`config.mk`:
```
export PLATFORM = sky130hd
export DESIGN_NAME = flash_cmd_frontend
export DESIGN_NICKNAME = d
export VERILOG_FILES = /design/src/rtl/flash_fe_pkg.sv /design/src/rtl/fe_rx_shift.sv /design/src/rtl/fe_tx_path.sv /design/src/rtl/flash_cmd_frontend.sv
export SDC_FILE = /design/constraint.sdc
export NUM_CORES = 1
export LEC_CHECK = 0
export BUFFER_PORTS_ARGS = -buffer_cell sky130_fd_sc_hd__buf_2
export CORE_MARGIN = 2
export CORE_UTILIZATION = 50
export DETAILED_ROUTE_END_ITERATION = 16
export GPL_TIMING_DRIVEN = 0
export PLACE_DENSITY = 0.71
export REMOVE_ABC_BUFFERS = 1
export SYNTH_ARGS = -nofsm -noshare
export SYNTH_HDL_FRONTEND = slang
export SYNTH_SLANG_ARGS = --single-unit
```
`constraint.sdc`:
```
create_clock -name clk -period 7 [get_ports clk]
set_input_delay 1.4 -clock clk [delete_from_list [all_inputs] [get_ports clk]]
set_output_delay 1.4 -clock clk [all_outputs]
set_load 0.1 [all_outputs]
```
`src/rtl/flash_fe_pkg.sv`:
```
package flash_fe_pkg;

  typedef enum logic [3:0] {
    FK_UNKNOWN, FK_CTRL, FK_ERASE, FK_WSTAT, FK_PROG,
    FK_READ, FK_FREAD, FK_RSTAT, FK_IDENT, FK_MDID
  } fkind_e;

  function automatic fkind_e kind_of(input logic [7:0] op);
    case (op)
      8'h06, 8'h04, 8'hC7, 8'h60: kind_of = FK_CTRL;
      8'h20, 8'hD8:               kind_of = FK_ERASE;
      8'h01:                      kind_of = FK_WSTAT;
      8'h02:                      kind_of = FK_PROG;
      8'h03:                      kind_of = FK_READ;
      8'h0B:                      kind_of = FK_FREAD;
      8'h05:                      kind_of = FK_RSTAT;
      8'h9F:                      kind_of = FK_IDENT;
      8'h90:                      kind_of = FK_MDID;
      default:                    kind_of = FK_UNKNOWN;
    endcase
  endfunction

  // bytes before the output or write-data phase
  function automatic logic [2:0] hdr_len(input fkind_e k);
    case (k)
      FK_ERASE, FK_PROG, FK_READ, FK_MDID: hdr_len = 3'd4;
      FK_FREAD:                            hdr_len = 3'd5;
      default:                             hdr_len = 3'd1;
    endcase
  endfunction

  // bytes a frame needs to be valid
  function automatic logic [2:0] min_len(input fkind_e k);
    case (k)
      FK_WSTAT: min_len = 3'd2;
      FK_PROG:  min_len = 3'd5;
      default:  min_len = hdr_len(k);
    endcase
  endfunction

  function automatic logic exact_len(input fkind_e k);
    exact_len = (k == FK_CTRL) || (k == FK_ERASE) || (k == FK_WSTAT);
  endfunction

  function automatic logic is_writer(input fkind_e k);
    is_writer = (k == FK_CTRL) || (k == FK_ERASE) || (k == FK_WSTAT) || (k == FK_PROG);
  endfunction

  function automatic logic is_reader(input fkind_e k);
    is_reader = (k == FK_READ) || (k == FK_FREAD) || (k == FK_RSTAT) ||
                (k == FK_IDENT) || (k == FK_MDID);
  endfunction

  function automatic logic busy_gated(input fkind_e k);
    busy_gated = (k == FK_READ) || (k == FK_FREAD) || (k == FK_IDENT);
  endfunction

  function automatic logic has_wdata(input fkind_e k);
    has_wdata = (k == FK_WSTAT) || (k == FK_PROG);
  endfunction

endpackage

```
`src/rtl/fe_rx_shift.sv`:
```
module fe_rx_shift (
  input  logic       clk,
  input  logic       rst_n,
  input  logic       sclk,
  input  logic       cs_n,
  input  logic       si,
  output logic       fall_o,
  output logic       cs_end_o,
  output logic       byte_done_o,
  output logic [7:0] byte_o,
  output logic [2:0] byte_idx_o,
  output logic [2:0] bit_cnt_o,
  output logic [2:0] byte_cnt_o
);
  localparam logic [2:0] BYTE_SAT = 3'd7;

  logic       sclk_q, cs_q;
  logic [2:0] bitc_q, bitc_d;
  logic [2:0] bytec_q, bytec_d;
  logic [6:0] sh_q, sh_d;
  logic       rise;

  assign rise        = ~cs_n & sclk & ~sclk_q;
  assign fall_o      = ~cs_n & ~sclk & sclk_q;
  assign cs_end_o    = cs_n & ~cs_q;
  assign byte_done_o = rise & (bitc_q == 3'd7);
  assign byte_o      = {sh_q, si};
  assign byte_idx_o  = bytec_q;
  assign bit_cnt_o   = bitc_q;
  assign byte_cnt_o  = bytec_q;

  always_comb begin
    bitc_d  = bitc_q;
    bytec_d = bytec_q;
    sh_d    = sh_q;
    if (cs_n) begin
      bitc_d  = 3'd0;
      bytec_d = 3'd0;
    end else if (rise) begin
      sh_d   = {sh_q[5:0], si};
      bitc_d = bitc_q + 3'd1;
      if (bitc_q == 3'd7 && bytec_q != BYTE_SAT) bytec_d = bytec_q + 3'd1;
    end
  end

  always_ff @(posedge clk or negedge rst_n) begin
    if (!rst_n) begin
      sclk_q  <= 1'b0;
      cs_q    <= 1'b1;
      bitc_q  <= 3'd0;
      bytec_q <= 3'd0;
      sh_q    <= 7'd0;
    end else begin
      sclk_q  <= sclk;
      cs_q    <= cs_n;
      bitc_q  <= bitc_d;
      bytec_q <= bytec_d;
      sh_q    <= sh_d;
    end
  end

  // a byte index only advances after the eighth rising edge of a byte
  assert_byte_step_R1: assert property (@(posedge clk) disable iff (!rst_n)
    (bytec_q != $past(bytec_q)) && !$past(cs_n) |-> $past(byte_done_o));

endmodule

```
`src/rtl/fe_tx_path.sv`:
```
module fe_tx_path
  import flash_fe_pkg::*;
#(
  parameter int          ADDR_W  = 19,
  parameter logic [7:0]  MFR_ID  = 8'h0E,
  parameter logic [7:0]  TYPE_ID = 8'h40,
  parameter logic [7:0]  CAP_ID  = 8'h13,
  parameter logic [7:0]  DEV_ID  = 8'h12
) (
  input  logic              clk,
  input  logic              rst_n,
  input  logic              cs_n,
  input  logic              fall,
  input  logic              load,
  input  fkind_e            kind,
  input  logic [ADDR_W-1:0] start_addr,
  input  logic [7:0]        status,
  input  logic [7:0]        rd_data,
  output logic [ADDR_W-1:0] rd_addr,
  output logic              rd_req,
  output logic              so,
  output logic              so_oe
);
  logic [7:0]        sr_q, sr_d;
  logic              so_q, so_d;
  logic              oe_q, oe_d;
  logic              live_q, live_d;
  logic [ADDR_W-1:0] ptr_q, ptr_d;
  logic [1:0]        id_q, id_d, cur_id;
  logic [7:0]        src;

  assign rd_addr = live_q ? ptr_q : start_addr;
  assign cur_id  = live_q ? id_q : ((kind == FK_MDID) ? {1'b0, start_addr[0]} : 2'd0);
  assign rd_req  = load & ((kind == FK_READ) || (kind == FK_FREAD));
  assign so      = so_q;
  assign so_oe   = oe_q & ~cs_n;

  always_comb begin
    case (kind)
      FK_READ, FK_FREAD: src = rd_data;
      FK_RSTAT:          src = status;
      FK_IDENT:          src = (cur_id == 2'd0) ? MFR_ID : (cur_id == 2'd1) ? TYPE_ID : CAP_ID;
      FK_MDID:           src = cur_id[0] ? DEV_ID : MFR_ID;
      default:           src = 8'h00;
    endcase
  end

  always_comb begin
    sr_d   = sr_q;
    so_d   = so_q;
    oe_d   = oe_q;
    live_d = live_q;
    ptr_d  = ptr_q;
    id_d   = id_q;
    if (cs_n) begin
      oe_d   = 1'b0;
      live_d = 1'b0;
    end else if (load) begin
      sr_d   = src;
      live_d = 1'b1;
      ptr_d  = rd_addr + 1'b1;
      if (kind == FK_IDENT) id_d = (cur_id == 2'd2) ? 2'd0 : cur_id + 2'd1;
      else                  id_d = {1'b0, ~cur_id[0]};
    end else if (fall && live_q) begin
      so_d = sr_q[7];
      sr_d = {sr_q[6:0], 1'b0};
      oe_d = 1'b1;
    end
  end

  always_ff @(posedge clk or negedge rst_n) begin
    if (!rst_n) begin
      sr_q   <= 8'h00;
      so_q   <= 1'b0;
      oe_q   <= 1'b0;
      live_q <= 1'b0;
      ptr_q  <= '0;
      id_q   <= 2'd0;
    end else begin
      sr_q   <= sr_d;
      so_q   <= so_d;
      oe_q   <= oe_d;
      live_q <= live_d;
      ptr_q  <= ptr_d;
      id_q   <= id_d;
    end
  end

  assert_oe_on_fall_R10: assert property (@(posedge clk) disable iff (!rst_n)
    $rose(oe_q) |-> $past(fall));

  assert_so_hold_R1: assert property (@(posedge clk) disable iff (!rst_n)
    so_oe && $past(so_oe) && !$past(fall) |-> $stable(so));

endmodule

```
`src/rtl/flash_cmd_frontend.sv`:
```
module flash_cmd_frontend
  import flash_fe_pkg::*;
#(
  parameter int          ADDR_W  = 19,
  parameter logic [7:0]  MFR_ID  = 8'h0E,
  parameter logic [7:0]  TYPE_ID = 8'h40,
  parameter logic [7:0]  CAP_ID  = 8'h13,
  parameter logic [7:0]  DEV_ID  = 8'h12
) (
  input  logic              clk,
  input  logic              rst_n,
  input  logic              sclk,
  input  logic              cs_n,
  input  logic              si,
  output logic              so,
  output logic              so_oe,
  input  logic              busy,
  input  logic [7:0]        status,
  output logic [ADDR_W-1:0] rd_addr,
  output logic              rd_req,
  input  logic [7:0]        rd_data,
  output logic              cmd_valid,
  output logic [7:0]        cmd_op,
  output logic [23:0]       cmd_addr,
  output logic              cmd_aligned,
  output logic              cmd_ok,
  output logic              din_valid,
  output logic [7:0]        din_byte
);
  logic       fall, cs_end, byte_done;
  logic [7:0] byte_val;
  logic [2:0] byte_idx, bit_cnt, byte_cnt;

  fe_rx_shift i_rx (
    .clk(clk), .rst_n(rst_n), .sclk(sclk), .cs_n(cs_n), .si(si),
    .fall_o(fall), .cs_end_o(cs_end), .byte_done_o(byte_done),
    .byte_o(byte_val), .byte_idx_o(byte_idx), .bit_cnt_o(bit_cnt),
    .byte_cnt_o(byte_cnt)
  );

  fkind_e      kind_q, kind_d, kind_now;
  logic [23:0] addr_q, addr_d;
  logic        mute_q, mute_d, mute_now;
  logic        load_q, load_d;
  logic        cv_d, cal_d, cok_d, dv_d;
  logic [7:0]  cop_d, db_d;
  logic [23:0] caddr_d;
  logic [3:0]  next_idx;
  logic [2:0]  need;
  logic        len_ok, aligned_now;

  assign kind_now    = (byte_idx == 3'd0) ? kind_of(byte_val) : kind_q;
  assign mute_now    = (byte_idx == 3'd0) ? (busy & busy_gated(kind_now)) : mute_q;
  assign next_idx    = {1'b0, byte_idx} + 4'd1;
  assign need        = min_len(kind_q);
  assign len_ok      = exact_len(kind_q) ? (byte_cnt == need) : (byte_cnt >= need);
  assign aligned_now = (bit_cnt == 3'd0);

  always_comb begin
    kind_d  = kind_q;
    addr_d  = addr_q;
    mute_d  = mute_q;
    load_d  = 1'b0;
    cv_d    = 1'b0;
    cop_d   = cmd_op;
    caddr_d = cmd_addr;
    cal_d   = cmd_aligned;
    cok_d   = cmd_ok;
    dv_d    = 1'b0;
    db_d    = din_byte;
    if (cs_n) begin
      mute_d = 1'b0;
      addr_d = 24'h0;
      if (cs_end && byte_cnt != 3'd0) begin
        cv_d    = 1'b1;
        caddr_d = addr_q;
        cal_d   = aligned_now;
        cok_d   = (kind_q != FK_UNKNOWN) && len_ok && (!is_writer(kind_q) || aligned_now);
      end
    end else if (byte_done) begin
      if (byte_idx == 3'd0) begin
        cop_d  = byte_val;
        kind_d = kind_now;
        mute_d = mute_now;
      end else if (byte_idx <= 3'd3) begin
        addr_d = {addr_q[15:0], byte_val};
      end
      if (is_reader(kind_now) && !mute_now && next_idx >= {1'b0, hdr_len(kind_now)})
        load_d = 1'b1;
      if (byte_idx != 3'd0 && has_wdata(kind_q) && byte_idx >= hdr_len(kind_q)) begin
        dv_d = 1'b1;
        db_d = byte_val;
      end
    end
  end

  always_ff @(posedge clk or negedge rst_n) begin
    if (!rst_n) begin
      kind_q      <= FK_UNKNOWN;
      addr_q      <= 24'h0;
      mute_q      <= 1'b0;
      load_q      <= 1'b0;
      cmd_valid   <= 1'b0;
      cmd_op      <= 8'h00;
      cmd_addr    <= 24'h0;
      cmd_aligned <= 1'b0;
      cmd_ok      <= 1'b0;
      din_valid   <= 1'b0;
      din_byte    <= 8'h00;
    end else begin
      kind_q      <= kind_d;
      addr_q      <= addr_d;
      mute_q      <= mute_d;
      load_q      <= load_d;
      cmd_valid   <= cv_d;
      cmd_op      <= cop_d;
      cmd_addr    <= caddr_d;
      cmd_aligned <= cal_d;
      cmd_ok      <= cok_d;
      din_valid   <= dv_d;
      din_byte    <= db_d;
    end
  end

  fe_tx_path #(
    .ADDR_W(ADDR_W), .MFR_ID(MFR_ID), .TYPE_ID(TYPE_ID),
    .CAP_ID(CAP_ID), .DEV_ID(DEV_ID)
  ) i_tx (
    .clk(clk), .rst_n(rst_n), .cs_n(cs_n), .fall(fall), .load(load_q),
    .kind(kind_q), .start_addr(addr_q[ADDR_W-1:0]), .status(status),
    .rd_data(rd_data), .rd_addr(rd_addr), .rd_req(rd_req),
    .so(so), .so_oe(so_oe)
  );

  assert_report_pulse_R2: assert property (@(posedge clk) disable iff (!rst_n)
    cmd_valid |=> !cmd_valid);

  assert_report_after_cs_R2: assert property (@(posedge clk) disable iff (!rst_n)
    cmd_valid |-> $past(cs_n) && !$past(cs_n, 2));

  assert_busy_mute_R9: assert property (@(posedge clk) disable iff (!rst_n)
    mute_q && !cs_n |-> !so_oe);

  assert_din_class_R11: assert property (@(posedge clk) disable iff (!rst_n)
    din_valid |-> (kind_q == FK_WSTAT) || (kind_q == FK_PROG));

  assert_writer_aligned_R3: assert property (@(posedge clk) disable iff (!rst_n)
    cmd_valid && !cmd_aligned && is_writer(kind_q) |-> !cmd_ok);

endmodule

```
==> results.json <==
{
  "outcome": "finished clean",
  "num_rows": 41,
  "fin_nets": 782,
  "die_w_um": 117,
  "drive_above_1_share_pct": 22.6,
  "synthCells": 678,
  "clock_skew_ns": 0.00756,
  "ant_nets": 0,
  "ys_ff_latch": 121,
  "min_period_ns": 3.97,
  "portBuffers": 87,
  "cts_resized": 0,
  "hp-class": "flop to flop",
  "r2r_setup_slack_ns": 3.56,
  "yosysUniqueCellTypes": 65,
  "synth_seq_area_share_pct": 47.5,
  "hp-start": "cmd_addr[17]",
  "final_cell_mix": "151 x nand2_1, 120 x dfrtp_1, 86 x buf_2, 57 x o21ai_0",
  "cp.buffers_inverters": 2,
  "post_cts_buffers": 0,
  "min_period_over_period_pct": 56.8,
  "async_flop_share_pct": 100,
  "drt_wl_total_um": 14500,
  "powerDensity_nw_per_um2": 244,
  "whs_ns": 0.465,
  "tns_ns": 0,
  "critPathSlowestCell": "nor2b_1",
  "startpoint_type": "input pin",
  "io_pins": 88,
  "max-vdd-ir-drop_mv": 0.138,
  "slew_violations": 0,
  "worstPathRequired_ns": 7.27,
  "antenna_cells": 0,
  "r2r_cells": 12,
  "cap_violations": 0,
  "p_leak_nw": 3.60,
  "ys_warn_count": 0,
  "drtIter0Drc": 301,
  "worst_pin_slew_ns": 1.34,
  "synthToLayoutAreaGrowth_pct": 17.9,
  "final_common_cell": "nand2_1",
  "max_stage_delay_ns": 0.89,
  "dieHeight_um": 117,
  "clock-sinks": 121,
  "timing.rr.start": "i_rx.sh_q[4]",
  "fin_util_pct": 60.0,
  "cts_tree": "done",
  "crit_family": "simple AND/OR/NAND/NOR gates",
  "cts_buffers": 17,
  "dr.pass1.iters": 4,
  "viasPerCell": 5.38,
  "fmax_ghz": 0.252,
  "power_w": 0.00183,
  "vias": 5002,
  "hold_viol_final": 0,
  "grt_max_degree": 96,
  "postPlaceCellArea_sq_um": 6910,
  "grt_pass1_wl_um": 23800,
  "min_to": "cmd_addr[17]",
  "synth_edf_count": 0,
  "grt_use_total_pct": 22.5,
  "grt_pass1_vias": 4871,
  "critPathCaptureType": "flop",
  "path_clk_slew_ns": 0.05,
  "cp_max_fo": 42,
  "insertion_delay_ns": 0.42,
  "rr_endpoint": "load_q",
  "syn_area_sq_um": 6380,
  "cts.root.buffer_cell": "clkbuf_16",
  "crit_type": "input pin to flop",
  "synth-main-ff-cell": "dfrtp_1",
  "cts_buffer_depth": 2,
  "finalSetupViolations": 0,
  "start_util_pct": 50.9,
  "routabilityCongestion": 0.901,
  "syn-mean-instance-area_sq_um": 9.40,
  "hold_depth": 2,
  "drc": 0,
  "max-slew-margin-rel_pct": 10.6,
  "routedWlPerCell_um": 15.5,
  "finalInstanceArea_sq_um": 7510,
  "hpwl_um": 9730,
  "dieArea_sq_um": 13700,
  "cp_cell_sequence": "buf_2, nor2b_1, nand2_1, nor3_2, buf_6, mux2i_1, nor2_1",
  "grt_overflow_total": 0,
  "antenna_found_initial": 0,
  "hold_buffers": 0,
  "core-area_sq_um": 12500,
  "arrival_ns": 4.24,
  "cts_max_level": 4,
  "rsz0062_at_grt": "false"
}
[through the flow]
stage | cells | setup WS, ns
3_3_place_gp | 896 | 0.0422
3_5_place_dp | 899 | 2.61
6_report | 930 | 3.03
2_1_floorplan | 637 | 1.91
4_1_cts | 930 | 3.03
5_1_grt | 930 | 2.74
[sequential cells by signal, indices dropped and copies added, names as in the netlist]
| register | count |
|---|---|
| i_tx.sr_q | 8 |
| cmd_ok | 1 |
| i_tx.id_q | 2 |
| kind_q | 4 |
| i_tx.oe_q | 1 |
| i_rx.sh_q | 7 |
| i_tx.so | 1 |
| i_rx.bit_cnt_o | 3 |
| i_tx.ptr_q | 19 |
| cmd_valid | 1 |
| mute_q | 1 |
| i_rx.byte_cnt_o | 3 |
| cmd_op | 8 |
| addr_q | 24 |
| i_tx.live_q | 1 |
| din_byte | 8 |
| load_q | 1 |
| cmd_aligned | 1 |
| i_rx.sclk_q | 1 |
| cmd_addr | 24 |
| i_rx.cs_q | 1 |
| din_valid | 1 |
[how the worst max path moves through the flow]
| stage | cells after the start | to | startpoint |
|---|---|---|---|
| after floorplan | 5 | addr_q[0] | sclk |
| after global placement | 5 | addr_q[19] | cs_n |
| after detailed placement | 7 | addr_q[23] | cs_n |
| after CTS | 7 | addr_q[23] | cs_n |
| after global routing | 7 | addr_q[23] | cs_n |
| final | 7 | addr_q[23] | cs_n |
[layer usage]
layer / global-route usage [%] / vias to the layer above / share of wire (%)
li1: - / 2451 / -
met1: 29.8 / 2405 / 45
met2: 36.5 / 131 / 49
met3: 4.22 / 15 / 4.3
met4: 9.65 / 0 / 1.6
met5: 0 / - / 0
[synthesized netlist by cell type (all sizes together), types with 3 or more instances]
| cell | number | area share, % |
|---|---|---|
| nand2 | 151 | 8.9 |
| dfrtp | 120 | 47 |
| o21ai | 57 | 4.5 |
| mux2 | 42 | 7.5 |
| nor2 | 41 | 2.4 |
| nand2b | 35 | 3.4 |
| clkbuf | 29 | 1.7 |
| a21oi | 23 | 1.8 |
| xnor2 | 16 | 2.2 |
| inv | 15 | 0.88 |
| ha | 14 | 2.7 |
| mux2i | 13 | 2.0 |
| buf | 12 | 1.1 |
| nand3 | 12 | 0.94 |
| o31ai | 8 | 0.94 |
| nor2b | 7 | 0.69 |
| a211oi | 6 | 0.78 |
| a31oi | 4 | 0.39 |
| nand3b | 4 | 0.47 |
| nor3 | 4 | 0.31 |
| nor4 | 4 | 0.63 |
| o211ai | 4 | 0.47 |
| o21a | 4 | 0.47 |
| xor2 | 4 | 0.55 |
| a2111oi | 3 | 0.80 |
| and3b | 3 | 0.41 |
| nand4b | 3 | 0.41 |
| nor3b | 3 | 0.35 |
| o2bb2ai | 3 | 0.41 |
| or3 | 3 | 0.37 |
[area by class of cell]
cell class                 instances  area (sq um)
clock buffer                      23           488
clock inverter                     8           118
fill                            1116          5000
inverter                          16          60.1
multi-input combinational        500          3110
sequential                       121          3030
tap                              172           215
timing repair buffer              90           492
[cell families (layout without fill, tap and decap cells)]
family | after synthesis | count (layout) | synth area share, %
adders and majority gates | 14 | 14 | 2.75
xor gates and xnor gates | 20 | 20 | 2.75
and+or+nand+nor | 285 | 285 | 21.3
AOI/OAI and AO/OA | 126 | 126 | 12.4
DFF | 121 | 121 | 47.5
buffers and inverters | 57 | 137 | 3.75
muxes | 55 | 55 | 9.52
[report_power, final]
part	internal (W)	switching [W]	total, W	leakage [nW]
sequential	0.000722	0.0000634	0.000785	1.66
clock	0.000592	0.000303	0.000895	0.299
combinational	0.0000759	0.0000776	0.000153	1.64
[worst register-to-register path, cell delays in order (launching register included)]
cell,delay [ns]
dfrtp_1,0.66
or3b_2,0.49
a2111oi_0,0.37
a211oi_1,0.14
nor2_1,0.35
nand3_1,0.15
o22a_1,0.22
ha_1,0.28
nor2_1,0.04
nand2_1,0.05
nand2_1,0.05
a221o_1,0.32
a31oi_1,0.23
Note: power is estimated with default switching activity, not from simulation.
